### src/rtl/cfg_space_target.sv
module cfg_space_target #(
  parameter int          NREGS   = 16,
  parameter logic [31:0] ID_WORD = 32'h5A17_0C3D
) (
  input  logic        clk,
  input  logic        rst_n,
  input  logic        frame_n,
  input  logic        irdy_n,
  input  logic        idsel,
  input  logic [3:0]  cbe_n,
  input  logic [31:0] ad_in,
  input  logic        eeprom_busy,
  output logic [31:0] ad_out,
  output logic        ad_oe,
  output logic        devsel_n,
  output logic        trdy_n,
  output logic        stop_n,
  output logic        ctl_oe
);
  localparam int IW = 6;
  localparam int AW = (NREGS > 1) ? $clog2(NREGS) : 1;

  typedef enum logic [2:0] {S_IDLE, S_DEC, S_DEVS, S_DATA, S_HOLD, S_TURN} st_t;

  st_t           state;
  logic          frame_q, is_wr, retry, disc;
  logic [IW-1:0] idx;
  logic [15:0]   cmd_q;
  logic [31:0]   store [NREGS];
  logic [31:0]   rd;
  logic          addr_hit, in_range;

  assign addr_hit = frame_q && !frame_n && idsel && (ad_in[1:0] == 2'b00) && (cbe_n[3:1] == 3'b101);
  assign in_range = ({1'b0, idx} < 7'(NREGS));

  always_ff @(posedge clk or negedge rst_n) begin
    if (!rst_n) begin
      state   <= S_IDLE;
      frame_q <= 1'b1;
      idx     <= '0;
      is_wr   <= 1'b0;
      retry   <= 1'b0;
      disc    <= 1'b0;
      cmd_q   <= '0;
      for (int i = 0; i < NREGS; i++) store[i] <= '0;
    end else begin
      frame_q <= frame_n;
      case (state)
        S_IDLE, S_TURN: begin
          if (addr_hit) begin
            state <= S_DEC;
            idx   <= ad_in[7:2];
            is_wr <= cbe_n[0];
            retry <= eeprom_busy;
          end else begin
            state <= S_IDLE;
          end
        end
        S_DEC:  state <= S_DEVS;
        S_DEVS: begin
          disc  <= !frame_n;
          state <= retry ? S_HOLD : S_DATA;
        end
        S_DATA: begin
          if (!irdy_n) begin
            state <= frame_n ? S_TURN : S_HOLD;
            if (is_wr) begin
              for (int b = 0; b < 4; b++) begin
                if (!cbe_n[b]) begin
                  if (idx == IW'(1) && b < 2)
                    cmd_q[8*b +: 8] <= ad_in[8*b +: 8];
                  else if (idx > IW'(1) && in_range)
                    store[idx[AW-1:0]][8*b +: 8] <= ad_in[8*b +: 8];
                end
              end
            end
          end
        end
        S_HOLD: if (frame_n) state <= S_TURN;
        default: state <= S_IDLE;
      endcase
    end
  end

  always_comb begin
    rd = '0;
    if (idx == '0)          rd = ID_WORD;
    else if (idx == IW'(1)) rd = {16'h0080, cmd_q};
    else if (in_range)      rd = store[idx[AW-1:0]];
  end

  assign ad_out   = rd;
  assign ad_oe    = (state == S_DATA) && !is_wr;
  assign devsel_n = !(state == S_DEVS || state == S_DATA || state == S_HOLD);
  assign trdy_n   = !(state == S_DATA);
  assign stop_n   = !(state == S_HOLD || (state == S_DATA && disc));
  assign ctl_oe   = (state == S_DEVS || state == S_DATA || state == S_HOLD || state == S_TURN);

  p_medium_devsel_r3: assert property (@(posedge clk) disable iff (!rst_n)
    $fell(devsel_n) |-> $past(frame_n, 2) == 1'b0);
  p_trdy_after_devsel_r4: assert property (@(posedge clk) disable iff (!rst_n)
    $fell(trdy_n) |-> $past(!devsel_n) && !devsel_n);
  p_ad_in_window_r4: assert property (@(posedge clk) disable iff (!rst_n)
    ad_oe |-> !trdy_n && !devsel_n);
  p_stop_inside_sel_r7: assert property (@(posedge clk) disable iff (!rst_n)
    !stop_n |-> !devsel_n && ctl_oe);
  p_retry_no_trdy_r8: assert property (@(posedge clk) disable iff (!rst_n)
    ($fell(stop_n) && trdy_n) |=> trdy_n);
  p_release_high_r9: assert property (@(posedge clk) disable iff (!rst_n)
    $fell(ctl_oe) |-> $past(devsel_n && trdy_n && stop_n));
  p_idle_high_r11: assert property (@(posedge clk) disable iff (!rst_n)
    !ctl_oe |-> devsel_n && trdy_n && stop_n && !ad_oe);
endmodule

### config.mk
export PLATFORM = sky130hd
export DESIGN_NAME = cfg_space_target
export DESIGN_NICKNAME = d
export VERILOG_FILES = /design/src/rtl/cfg_space_target.sv
export SDC_FILE = /design/constraint.sdc
export NUM_CORES = 1
export LEC_CHECK = 0
export CORE_UTILIZATION = 40
export CTS_BUF_LIST = sky130_fd_sc_hd__clkbuf_8
export CTS_CLUSTER_SIZE = 10
export DETAILED_ROUTE_END_ITERATION = 8
export HOLD_SLACK_MARGIN = 0.12
export SYNTH_ARGS = -nofsm -noshare
export SYNTH_HDL_FRONTEND = slang
export SYNTH_SLANG_ARGS = --single-unit
### constraint.sdc
create_clock -name clk -period 3 [get_ports clk]
set_input_delay 0.6 -clock clk [delete_from_list [all_inputs] [get_ports clk]]
set_output_delay 0.6 -clock clk [all_outputs]
set_load 0.05 [all_outputs]
Word-level counts from Yosys, hierarchy flattened
Index checks and enable logic that the tools add are counted.
{"block": "word_totals", "reg_bits": 541, "mem_bits_rw": 0, "word_cells": 110, "rom_bits": 0, "memories": 0, "latchBits": 0, "in_bits": 42}
{"block": "classes", "bitwise": 4, "n_mul": 0, "addsub": 0, "reduce_logical": 26, "n_mux": 43, "div": 0, "n_lt_le_gt_ge": 4, "shift": 0, "n_eq_ne": 9}
{"op": "$mux 512", "count": 19}
{"op": "$bwmux 512", "count": 4}
{"op": "$demux 32 s4", "count": 4}
{"op": "$mux 32", "count": 6}
{"op": "$bmux 32 s4", "count": 1}
{"op": "$mux 24", "count": 1}
{"op": "$mux 16", "count": 1}
{"op": "$pmux 3 s5", "count": 1}
{"op": "$reduce_and 5->1", "count": 2}
{"op": "$eq 3x3->1 const B", "count": 3}
{"op": "$mux 3", "count": 3}
{"op": "$logic_and 1x1->1", "count": 8}
{"op": "$mux 8", "count": 1}
{"op": "$eq 3x2->1 const B", "count": 2}
{"op": "$eq 6x1->1 const B", "count": 1}
{"op": "$gt 6x1->1 const B", "count": 1}
{"op": "$logic_not 6->1", "count": 1}
{"op": "$lt 6x5->1 const B", "count": 1}
{"op": "$ge 5x5->1 const B", "count": 1}
{"op": "$logic_not 1->1", "count": 5}
{"op": "$lt 5x1->1 const B", "count": 1}
{"op": "$not 4->5", "count": 1}
{"op": "$logic_or 1x1->1", "count": 4}
{"op": "$ne 2x2->1 const B", "count": 2}
{"op": "other kinds (8)", "count": 12}

Longest topological paths before layout
Gate-level depths: netlist of run 1.
{"block": "depth", "ltp_word": 28, "ltp_mapped": 8, "ltp_nobuf": 4}

Worst setup path before layout of run 1
Ideal clock, no wire load.
{"block": "synth_timing", "path_kind": "register to output", "start": "reg idx[1]", "end": "out ad_out[14]", "arrival_time_ps": 2575, "path_stages_with_launch": 7, "setup_slack_ps": -175, "t_required_ps": 2400, "path_buffers": 4, "path_cell_list": "dfrtp_1 -> buf_2 -> buf_2 -> buf_2 -> buf_2 -> mux2i_1 -> o21ai_0"}
{"block": "synth_between", "elab_chain_len": 7, "elab_cells_between_ends": 10}
{"element": "from (decl)", "line": "27", "rtl": "logic [IW-1:0] idx;"}
{"element": "from (signal assigned)", "line": "52", "rtl": "idx <= ad_in[7:2];"}
{"element": "$not 4->5 (implied by the code)", "line": "89", "rtl": "else if (in_range) rd = store[idx[AW-1:0]];"}
{"element": "$bmux 32 s4", "line": "89"}
{"element": "$mux 32 (implied by the code) (2 in series)", "line": "89"}
{"element": "$mux 32", "line": "89"}
{"element": "$mux 32", "line": "88", "rtl": "else if (idx == IW'(1)) rd = {16'h0080, cmd_q};"}
{"element": "$mux 32 (*)", "line": "87", "rtl": "if (idx == '0) rd = ID_WORD;"}
{"element": "to (decl)", "line": "13", "rtl": "output logic [31:0] ad_out,"}
Every way passes the cells marked *; elsewhere a longest branch is shown, timed or not. The select of a mux whose other input is x is not followed.

Worst setup path after layout of run 1
{"block": "layout_timing", "start": "reg idx[0]", "end": "out ad_out[30]"}
Same word-level chain as after synthesis.

==> impl_results.html, run 1 <==
<table>
<tr><th>Metric</th><th>Value</th></tr>
<tr><th colspan="2">Outcome</th></tr>
<tr><td>Run status</td><td>finished, violations left</td></tr>
<tr><td>Failing checks</td><td>setup timing</td></tr>
<tr><th colspan="2">Global routing</th></tr>
<tr><td>Via count of the first global-routing pass</td><td>between 15000 and 20000</td></tr>
<tr><td>Wire length of the first global-routing pass</td><td>roughly 94000 µm</td></tr>
<tr><td>Number of antenna violations at the first check in global routing</td><td>0</td></tr>
<tr><td>Largest net degree at the start of global routing</td><td>80</td></tr>
<tr><td>Residual overflow from global routing</td><td>0</td></tr>
<tr><td>Tot GR Track Use</td><td>between 20% and 30%</td></tr>
<tr><th colspan="2">Placement</th></tr>
<tr><td>RePlAce Congestion</td><td>roughly 0.78</td></tr>
<tr><td>Pre-CTS setup slack</td><td>approximately 160 ps</td></tr>
<tr><td>HPWL after detailed placement</td><td>38000 µm</td></tr>
<tr><td>Number of input and output port buffers inserted</td><td>78</td></tr>
<tr><th colspan="2">Timing</th></tr>
<tr><td>Setup repair after global routing missed its margin</td><td>yes</td></tr>
<tr><td>Headroom to the max-slew limit</td><td>between 40 and 50%</td></tr>
<tr><td>Final count of negative-setup-slack endpoints</td><td>32</td></tr>
<tr><td>Fin. max-slew vios</td><td>0</td></tr>
<tr><td>Worst Hold Slack</td><td>about 370 ps</td></tr>
<tr><td>Transition at the pin with the smallest max-transition slack</td><td>799 ps</td></tr>
<tr><td>Final period util</td><td>112%</td></tr>
<tr><td>Final critical-path setup slack</td><td>-368 ps</td></tr>
<tr><td>Timing-limited maximum frequency</td><td>0.297 GHz</td></tr>
<tr><td>Clock Skews</td><td>~28 ps</td></tr>
<tr><td>Shortest clock period the worst path allows after layout</td><td>approximately 3400 ps</td></tr>
<tr><td>Sum of negative setup slack</td><td>-6650 ps</td></tr>
<tr><td>Final hold violation count</td><td>0</td></tr>
<tr><th colspan="2">Yosys</th></tr>
<tr><td>Synthesized net count</td><td>1612</td></tr>
<tr><td>Synthesized instance count</td><td>around 1600</td></tr>
<tr><td>Yosys top cell by area</td><td>sky130_fd_sc_hd__dfrtp_1</td></tr>
<tr><td>Count of different cell masters after synthesis</td><td>53</td></tr>
<tr><td>Number of warning messages in the yosys log</td><td>0</td></tr>
<tr><td>Number of flip-flops and latches in the synthesized netlist</td><td>between 500 and 600</td></tr>
<tr><td>Top cells by count, synth</td><td>524 x sky130_fd_sc_hd__dfrtp_1, 465 x sky130_fd_sc_hd__mux2_2, 98 x sky130_fd_sc_hd__mux2i_1</td></tr>
<tr><td>Share of Yosys cell area claimed by the top area cell type</td><td>55.1%</td></tr>
<tr><td>Seq/Total Area, Yosys</td><td>between 50% and 60%</td></tr>
<tr><td>Post-synthesis area per instance</td><td>about 15 µm²</td></tr>
<tr><td>Synth Cell Area</td><td>about 0.024 mm²</td></tr>
<tr><td>Largest cells by area after synthesis</td><td>sky130_fd_sc_hd__dfrtp_1 55%, sky130_fd_sc_hd__mux2_2 22%, sky130_fd_sc_hd__mux4_2 8.5%, sky130_fd_sc_hd__mux2i_1 4.1%, sky130_fd_sc_hd__clkbuf_1 1.5%</td></tr>
<tr><td>Async set-or-reset flop fraction in the synthesized netlist</td><td>100%</td></tr>
<tr><td>Most instantiated library cell after synthesis</td><td>sky130_fd_sc_hd__dfrtp_1</td></tr>
<tr><td>Post-synth EDFFs</td><td>0</td></tr>
<tr><td>Flip-flop cell with the highest count after synthesis</td><td>sky130_fd_sc_hd__dfrtp_1</td></tr>
<tr><th colspan="2">Worst setup path</th></tr>
<tr><td>Data arrival time of the worst path</td><td>between 2000 and 3000 ps</td></tr>
<tr><td>Crit start category</td><td>flip-flop</td></tr>
<tr><td>Delay-heaviest family, CP</td><td>compound AO/OA/AOI/OAI gates</td></tr>
<tr><td>Worst endpoint required time</td><td>around 2400 ps</td></tr>
<tr><td>Maximum cell stage delay along the critical path</td><td>500 ps</td></tr>
<tr><td>Crit path top cell by count</td><td>sky130_fd_sc_hd__buf_8</td></tr>
<tr><td>Worst-path cell with the longest stage delay</td><td>sky130_fd_sc_hd__dfrtp_4</td></tr>
<tr><td>Worst-case register-to-register setup slack</td><td>roughly 460 ps</td></tr>
<tr><td>Worst setup path class</td><td>flip-flop to output port</td></tr>
<tr><td>Capturing point of the worst reg2reg path</td><td>store[226]</td></tr>
<tr><td>R2r worst-path depth</td><td>5</td></tr>
<tr><td>Source of the critical timing path</td><td>idx[0]</td></tr>
<tr><td>Largest fanout on the critical path</td><td>7</td></tr>
<tr><td>Crit path cell chain</td><td>buf_12, buf_8, nor2b_4, a211o_1, buf_8, o211ai_1, clkbuf_16</td></tr>
<tr><td>Type of element capturing the critical path</td><td>output port</td></tr>
<tr><td>Critical path buffers and inverters</td><td>4</td></tr>
<tr><td>Reg-to-reg startpoint</td><td>idx[3]</td></tr>
<tr><th colspan="2">Cells and area</th></tr>
<tr><td>Net total in the final layout</td><td>around 1800</td></tr>
<tr><td>Total area of multi-input combinational cells</td><td>about 0.011 mm²</td></tr>
<tr><td>Area Overhead vs Synth</td><td>24.2%</td></tr>
<tr><td>Share of cells above drive strength 1</td><td>between 50% and 60%</td></tr>
<tr><td>Fill cell instance count of the final layout</td><td>about 5000</td></tr>
<tr><td>Antenna diode count</td><td>0</td></tr>
<tr><td>Area of all sequential standard cells</td><td>approximately 0.013 mm²</td></tr>
<tr><th colspan="2">Die</th></tr>
<tr><td>Initial cell density of the core</td><td>about two fifths</td></tr>
<tr><td>Core area</td><td>between 0.05 and 0.06 mm²</td></tr>
<tr><td>Num rows</td><td>approximately 90</td></tr>
<tr><td>DIE WIDTH</td><td>246 µm</td></tr>
<tr><td>Die Y-Extent</td><td>246 µm</td></tr>
<tr><td>Die area</td><td>~0.060 mm²</td></tr>
<tr><td>Number of placed I/O pins</td><td>just under 80</td></tr>
<tr><th colspan="2">Detailed routing</th></tr>
<tr><td>Via count</td><td>around 14000</td></tr>
<tr><td>Wirelength, routed</td><td>between 60000 and 70000 µm</td></tr>
<tr><td>Routed len/inst</td><td>23.1 µm</td></tr>
<tr><td>Average vias per placed instance</td><td>between 5 and 6</td></tr>
<tr><td>Remaining DRCs</td><td>0</td></tr>
<tr><td>First-pass detailed-route iteration total</td><td>5</td></tr>
<tr><td>Count of antenna-violating nets left after detailed routing</td><td>0</td></tr>
<tr><td>Initial drt markers</td><td>roughly 770</td></tr>
<tr><th colspan="2">Clocking</th></tr>
<tr><td>Root cell of the clock tree</td><td>sky130_fd_sc_hd__clkbuf_8</td></tr>
<tr><td>Clock Sink Count</td><td>about 530</td></tr>
<tr><td>H-tree levels</td><td>3</td></tr>
<tr><td>Cts bufs inserted</td><td>90</td></tr>
<tr><td>Worst-path clk slew</td><td>about 60 ps</td></tr>
<tr><td>Maximum root-to-sink buffer count</td><td>3</td></tr>
<tr><td>TritonCTS clock tree</td><td>done</td></tr>
<tr><td>Insertion delay to the later sink of the worst-skew pair</td><td>roughly 700 ps</td></tr>
<tr><th colspan="2">Power</th></tr>
<tr><td>Leakage power total</td><td>0.0139 µW</td></tr>
<tr><td>Power Dens Cells</td><td>554 mW/mm²</td></tr>
<tr><td>Maximum resistive drop on vdd</td><td>0.000458 V</td></tr>
<tr><th colspan="2">Job</th></tr>
<tr><td>Maxcap violations</td><td>0</td></tr>
<tr><th colspan="2">Min path</th></tr>
<tr><td>Path class of the lowest-slack min-delay path</td><td>flip-flop to flip-flop</td></tr>
<tr><td>Hold path cells</td><td>0</td></tr>
<tr><td>Start point of the worst min-delay path</td><td>store[453]</td></tr>
<tr><td>Hold path endpoint</td><td>store[453]</td></tr>
</table>
[per-stage QoR]
stage / utilization [%] / instances / area (µm²) / total power (µW)
final: 50.2 / 2601 / 29600 / 16400
after global routing: 50.2 / 2601 / 29600 / 17000
after CTS: 49.8 / 2593 / 29300 / 16600
after detailed placement: 44.9 / 2394 / 26500 / 9850
after global placement: 44.9 / 2394 / 26500 / 9840
after floorplan: - / 1570 / 23800 / 8560
[timing repair]
item                       in CTS  in global routing
gates resized for setup       120                 47
pin swaps                      24                 19
setup endpoints to repair      34                 33
cloned                          8                  0
hold endpoints to repair       61                  0
hold buffers                    1                  0
buffers inserted               37                 10
[state kept, by name, indices dropped and copies added (netlist names)]
name,count
store,496
cmd_q,16
idx,6
state,3
disc,1
frame_q,1
is_wr,1
retry,1
[cells in the final DEF (no fill, tap or decap), drive strengths merged, types with 11 or more instances in the layout]
cell,synthesis,layout
dfrtp,524,524
mux2,474,474
buf,46,194
clkbuf,97,113
mux2i,98,98
mux4,90,90
nor2,53,53
clkdlybuf4s50,0,42
inv,4,40
a22oi,32,32
nand2,28,28
nand3,22,22
o21ai,11,11
a21oi,11,11
[how the worst max path moves through the flow]
stage            endpoint  cells after the start
2_1_floorplan  ad_out[23]                      8
3_3_place_gp   ad_out[13]                      5
3_5_place_dp   ad_out[30]                      5
4_1_cts        ad_out[30]                      7
5_1_grt        ad_out[30]                      7
6_report       ad_out[30]                      7
[layer usage]
metal / track usage (%) / share of wire (%) / up-vias
li1: - / - / 6187
met1: 29.2 / 46 / 7525
met2: 32.7 / 48 / 258
met3: 3.67 / 3.6 / 93
met4: 5.96 / 2.0 / 0
met5: 0 / 0 / -
[power breakdown]
part	total [µW]	internal, µW	switching [µW]	leakage, µW
Clock	6210	3360	2850	0.00100
Sequential	7200	7130	67.7	0.00732
Combinational	2970	1270	1700	0.00561
Total	16400	11800	4610	0.0139
[final cells by class]
type                            count  area share, %
Clock buffer                      106           4.94
Clock inverter                     47          0.889
Inverter                            4         0.0508
Multi-Input combinational cell    898           35.7
Sequential cell                   525           44.5
Tap cell                          773           3.27
Timing Repair Buffer              248           10.7
[cell families after synthesis]
| logic type | count (synthesis) | synth area share [%] |
|---|---|---|
| AO/OA/AOI/OAI | 100 | 3.00 |
| XOR/XNOR | 1 | 0.0368 |
| buffers and inverters | 147 | 2.52 |
| flip-flops | 525 | 55.2 |
| multiplexers | 662 | 35.1 |
| AND/OR/NAND/NOR | 135 | 4.13 |
No activity file was read; power rests on OpenSTA's default activity.
==> run 2, diff against run 1 <==
- ABC_AREA: unset -> 1
- CELL_PAD_IN_SITES_DETAIL_PLACEMENT: unset -> 0
- CELL_PAD_IN_SITES_GLOBAL_PLACEMENT: unset -> 1
- PLACE_DENSITY_LB_ADDON: unset -> 0.1
==> run 2 against run 1 <==
Largest cell class unchanged; combinational power is 11% higher; critical endpoint is now ad_out[17]; hold slack gained 2.1 ps; power grew 5.6%; the flow still finishes with violations (setup timing); critical path type unchanged.
==> impl_results.html, run 2 <==
<table>
<tr><th>Metric</th><th>Value</th></tr>
<tr><th colspan="2">Outcome</th></tr>
<tr><td>Run status</td><td>finished, violations left</td></tr>
<tr><td>Failing checks</td><td>setup timing</td></tr>
<tr><th colspan="2">Yosys</th></tr>
<tr><td>Seq/Total Area, Yosys</td><td>57.5%</td></tr>
<tr><td>Most instantiated library cell after synthesis</td><td>sky130_fd_sc_hd__nand2_1</td></tr>
<tr><td>Largest cells by area after synthesis</td><td>sky130_fd_sc_hd__dfrtp_1 57%, sky130_fd_sc_hd__nand2_1 22%, sky130_fd_sc_hd__o21ai_0 10%, sky130_fd_sc_hd__clkbuf_1 3.3%, sky130_fd_sc_hd__a22oi_1 2.2%</td></tr>
<tr><td>Synthesized net count</td><td>between 2000 and 3000</td></tr>
<tr><td>Count of different cell masters after synthesis</td><td>25</td></tr>
<tr><td>Async set-or-reset flop fraction in the synthesized netlist</td><td>100%</td></tr>
<tr><td>Top cells by count, synth</td><td>1348 x sky130_fd_sc_hd__nand2_1, 539 x sky130_fd_sc_hd__dfrtp_1, 469 x sky130_fd_sc_hd__o21ai_0</td></tr>
<tr><td>Share of Yosys cell area claimed by the top area cell type</td><td>57.3%</td></tr>
<tr><td>Flip-flop cell with the highest count after synthesis</td><td>sky130_fd_sc_hd__dfrtp_1</td></tr>
<tr><td>Number of flip-flops and latches in the synthesized netlist</td><td>540</td></tr>
<tr><td>Post-synth EDFFs</td><td>0</td></tr>
<tr><td>Yosys top cell by area</td><td>sky130_fd_sc_hd__dfrtp_1</td></tr>
<tr><td>Synth Cell Area</td><td>between 0.02 and 0.025 mm²</td></tr>
<tr><td>Post-synthesis area per instance</td><td>between 8 and 9 µm²</td></tr>
<tr><td>Synthesized instance count</td><td>2886</td></tr>
<tr><td>Number of warning messages in the yosys log</td><td>0</td></tr>
<tr><th colspan="2">Cells and area</th></tr>
<tr><td>Post-layout instance count excluding filler cells</td><td>~3800</td></tr>
<tr><td>Total area of multi-input combinational cells</td><td>0.00926 mm²</td></tr>
<tr><td>Area Overhead vs Synth</td><td>25.5%</td></tr>
<tr><td>Post-layout utilization of the core</td><td>51.0%</td></tr>
<tr><td>Share of cells above drive strength 1</td><td>between 10% and 20%</td></tr>
<tr><td>Area of all sequential standard cells</td><td>0.0135 mm²</td></tr>
<tr><td>Number of flip-flops in the largest register</td><td>511</td></tr>
<tr><td>Register with the most flip-flops</td><td>store</td></tr>
<tr><td>Fill cell instance count of the final layout</td><td>5600</td></tr>
<tr><td>Net total in the final layout</td><td>~3000</td></tr>
<tr><td>Largest regs</td><td>store x511, cmd_q x16, idx x6</td></tr>
<tr><td>Commonest cells after routing, fill and taps aside</td><td>1287 x sky130_fd_sc_hd__nand2_1, 537 x sky130_fd_sc_hd__dfrtp_1, 460 x sky130_fd_sc_hd__o21ai_0</td></tr>
<tr><td>Most common library cell in the layout ignoring fill and taps</td><td>sky130_fd_sc_hd__nand2_1</td></tr>
<tr><th colspan="2">Detailed routing</th></tr>
<tr><td>Via count</td><td>20100</td></tr>
<tr><td>Met2 routed wirelength</td><td>around 38000 µm</td></tr>
<tr><td>Metal3 WL</td><td>approximately 3700 µm</td></tr>
<tr><td>Wirelength, routed</td><td>between 70000 and 80000 µm</td></tr>
<tr><td>Count of antenna-violating nets left after detailed routing</td><td>0</td></tr>
<tr><td>First-pass detailed-route iteration total</td><td>7</td></tr>
<tr><td>Top metal layer carrying routed signals</td><td>met4</td></tr>
<tr><td>Average vias per placed instance</td><td>around 5.3</td></tr>
<tr><td>Remaining DRCs</td><td>0</td></tr>
<tr><td>Routed len/inst</td><td>roughly 21 µm</td></tr>
<tr><td>Routed met1 length</td><td>around 36000 µm</td></tr>
<tr><td>Initial drt markers</td><td>approximately 1500</td></tr>
<tr><th colspan="2">Min path</th></tr>
<tr><td>Start point of the worst min-delay path</td><td>store[481]</td></tr>
<tr><td>Path class of the lowest-slack min-delay path</td><td>flip-flop to flip-flop</td></tr>
<tr><th colspan="2">Placement</th></tr>
<tr><td>RePlAce Congestion</td><td>~0.82</td></tr>
<tr><td>DP Cell Count</td><td>3574</td></tr>
<tr><td>Number of input and output port buffers inserted</td><td>slightly below 80</td></tr>
<tr><td>HPWL after detailed placement</td><td>around 45000 µm</td></tr>
<tr><th colspan="2">Clocking</th></tr>
<tr><td>Worst-path clk slew</td><td>around 50 ps</td></tr>
<tr><td>Root cell of the clock tree</td><td>sky130_fd_sc_hd__clkbuf_8</td></tr>
<tr><td>Maximum root-to-sink buffer count</td><td>3</td></tr>
<tr><td>H-tree levels</td><td>3</td></tr>
<tr><td>Insertion delay to the later sink of the worst-skew pair</td><td>about 690 ps</td></tr>
<tr><td>Cts bufs inserted</td><td>94</td></tr>
<tr><td>Clock Sink Count</td><td>540</td></tr>
<tr><td>TritonCTS clock tree</td><td>done</td></tr>
<tr><th colspan="2">Global routing</th></tr>
<tr><td>Via count of the first global-routing pass</td><td>20000</td></tr>
<tr><td>Wire length of the first global-routing pass</td><td>between 100000 and 150000 µm</td></tr>
<tr><td>Largest net degree at the start of global routing</td><td>75</td></tr>
<tr><td>Residual overflow from global routing</td><td>0</td></tr>
<tr><td>Tot GR Track Use</td><td>between 20% and 30%</td></tr>
<tr><td>Number of antenna violations at the first check in global routing</td><td>1</td></tr>
<tr><th colspan="2">Timing</th></tr>
<tr><td>Headroom to the max-slew limit</td><td>50.2%</td></tr>
<tr><td>Final count of negative-setup-slack endpoints</td><td>32</td></tr>
<tr><td>Final critical-path setup slack</td><td>-155 ps</td></tr>
<tr><td>Timing-limited maximum frequency</td><td>between 0.3 and 0.4 GHz</td></tr>
<tr><td>Fin. max-slew vios</td><td>0</td></tr>
<tr><td>Final period util</td><td>105%</td></tr>
<tr><td>Shortest clock period the worst path allows after layout</td><td>about 3200 ps</td></tr>
<tr><td>Setup repair after global routing missed its margin</td><td>yes</td></tr>
<tr><td>Sum of negative setup slack</td><td>-2810 ps</td></tr>
<tr><td>Final hold violation count</td><td>0</td></tr>
<tr><td>Transition at the pin with the smallest max-transition slack</td><td>745 ps</td></tr>
<tr><td>Clock Skews</td><td>a little under 20 ps</td></tr>
<tr><th colspan="2">Die</th></tr>
<tr><td>Die Y-Extent</td><td>245 µm</td></tr>
<tr><td>Core area</td><td>between 0.05 and 0.06 mm²</td></tr>
<tr><td>Num rows</td><td>88</td></tr>
<tr><td>DIE WIDTH</td><td>between 200 and 250 µm</td></tr>
<tr><td>Die area</td><td>around 0.060 mm²</td></tr>
<tr><td>Initial cell density of the core</td><td>40.6%</td></tr>
<tr><td>Number of placed I/O pins</td><td>79</td></tr>
<tr><th colspan="2">Worst setup path</th></tr>
<tr><td>Type of element capturing the critical path</td><td>output port</td></tr>
<tr><td>Crit start category</td><td>flip-flop</td></tr>
<tr><td>Worst endpoint required time</td><td>roughly 2400 ps</td></tr>
<tr><td>Reg-to-reg startpoint</td><td>idx[0]</td></tr>
<tr><td>Largest fanout on the critical path</td><td>4</td></tr>
<tr><td>Data arrival time of the worst path</td><td>roughly 2600 ps</td></tr>
<tr><td>Worst setup path class</td><td>flip-flop to output port</td></tr>
<tr><td>Source of the critical timing path</td><td>idx[1]</td></tr>
<tr><th colspan="2">Power</th></tr>
<tr><td>Power Dens Cells</td><td>between 500 and 600 mW/mm²</td></tr>
<tr><td>Maximum resistive drop on vdd</td><td>roughly 0.00058 V</td></tr>
<tr><td>Leakage power total</td><td>roughly 0.014 µW</td></tr>
<tr><th colspan="2">Job</th></tr>
<tr><td>Maxcap violations</td><td>0</td></tr>
</table>
run 2: kinds of logic after synthesis:
kind of cell | share of synthesized area, %
compound gates | 12.9
flops | 57.5
simple gates | 24.7
buf+inv | 4.88
run 2: final timing paths:
kind	endpoint	slack [ps]	depth (start not counted)
setup / recovery	ad_out[17]	-160	13
hold / removal	store[481]	370	0
setup reg to reg	store[144]	20	9
hold reg to reg	store[481]	370	0
max in group asynchronous	store[481]	1600	3
min in group asynchronous	store[341]	500	2
run 2: critical path: stages (launching register included):
cell	delay (ps)
sky130_fd_sc_hd__dfrtp_2	440
sky130_fd_sc_hd__buf_6	140
sky130_fd_sc_hd__nor2_4	130
sky130_fd_sc_hd__buf_12	130
sky130_fd_sc_hd__buf_12	100
sky130_fd_sc_hd__buf_12	130
sky130_fd_sc_hd__clkbuf_16	160
sky130_fd_sc_hd__nand2_4	40
sky130_fd_sc_hd__nand4_1	60
sky130_fd_sc_hd__nand2_1	50
sky130_fd_sc_hd__nand4_1	120
sky130_fd_sc_hd__nand2_1	90
sky130_fd_sc_hd__nand2_2	120
sky130_fd_sc_hd__buf_8	160
run 2: metal layers:
layer | up-vias | track usage (%)
li1 | 9528 | -
met1 | 9899 | 36.5
met2 | 579 | 42.8
met3 | 135 | 4.09
met4 | 0 | 8.36
met5 | - | 0
run 2: area by class of cell:
| cell class | instances | area share, % |
|---|---|---|
| repair inverters | 1 | 0.0170 |
| inverters | 58 | 0.865 |
| diodes | 1 | 0.00848 |
| clock inverters | 44 | 0.691 |
| clock buffers | 119 | 5.55 |
| multi-input cells | 2050 | 31.4 |
| flip-flops and latches | 540 | 45.8 |
| well taps | 765 | 3.24 |
| repair buffers | 247 | 12.4 |
run 2: timing repair:
item | in CTS | in global routing
resized for setup | 154 | 75
endpoints found under the setup margin | 35 | 34
endpoints found under the hold margin | 46 | 0
pin swaps | 35 | 76
hold buffers | 1 | 0
gates cloned | 25 | 13
setup buffers | 38 | 12
run 2: metrics by stage:
step           area (µm²)  power, µW  hold slack (ps)  setup WS (ps)
2_1_floorplan       23500       8560              304            114
3_3_place_gp        25400       9650              364           98.1
3_5_place_dp        25400       9660              363           96.4
4_1_cts             28800      17200              375           -201
5_1_grt             29500      17900              385           -278
6_report            29500      17300              372           -155
run 2: power breakdown:
part | leakage (µW) | switching [µW] | internal (µW)
sequential | 0.00754 | 30.2 | 7320
clock | 0.00109 | 3030 | 3610
combinational | 0.00541 | 2010 | 1280
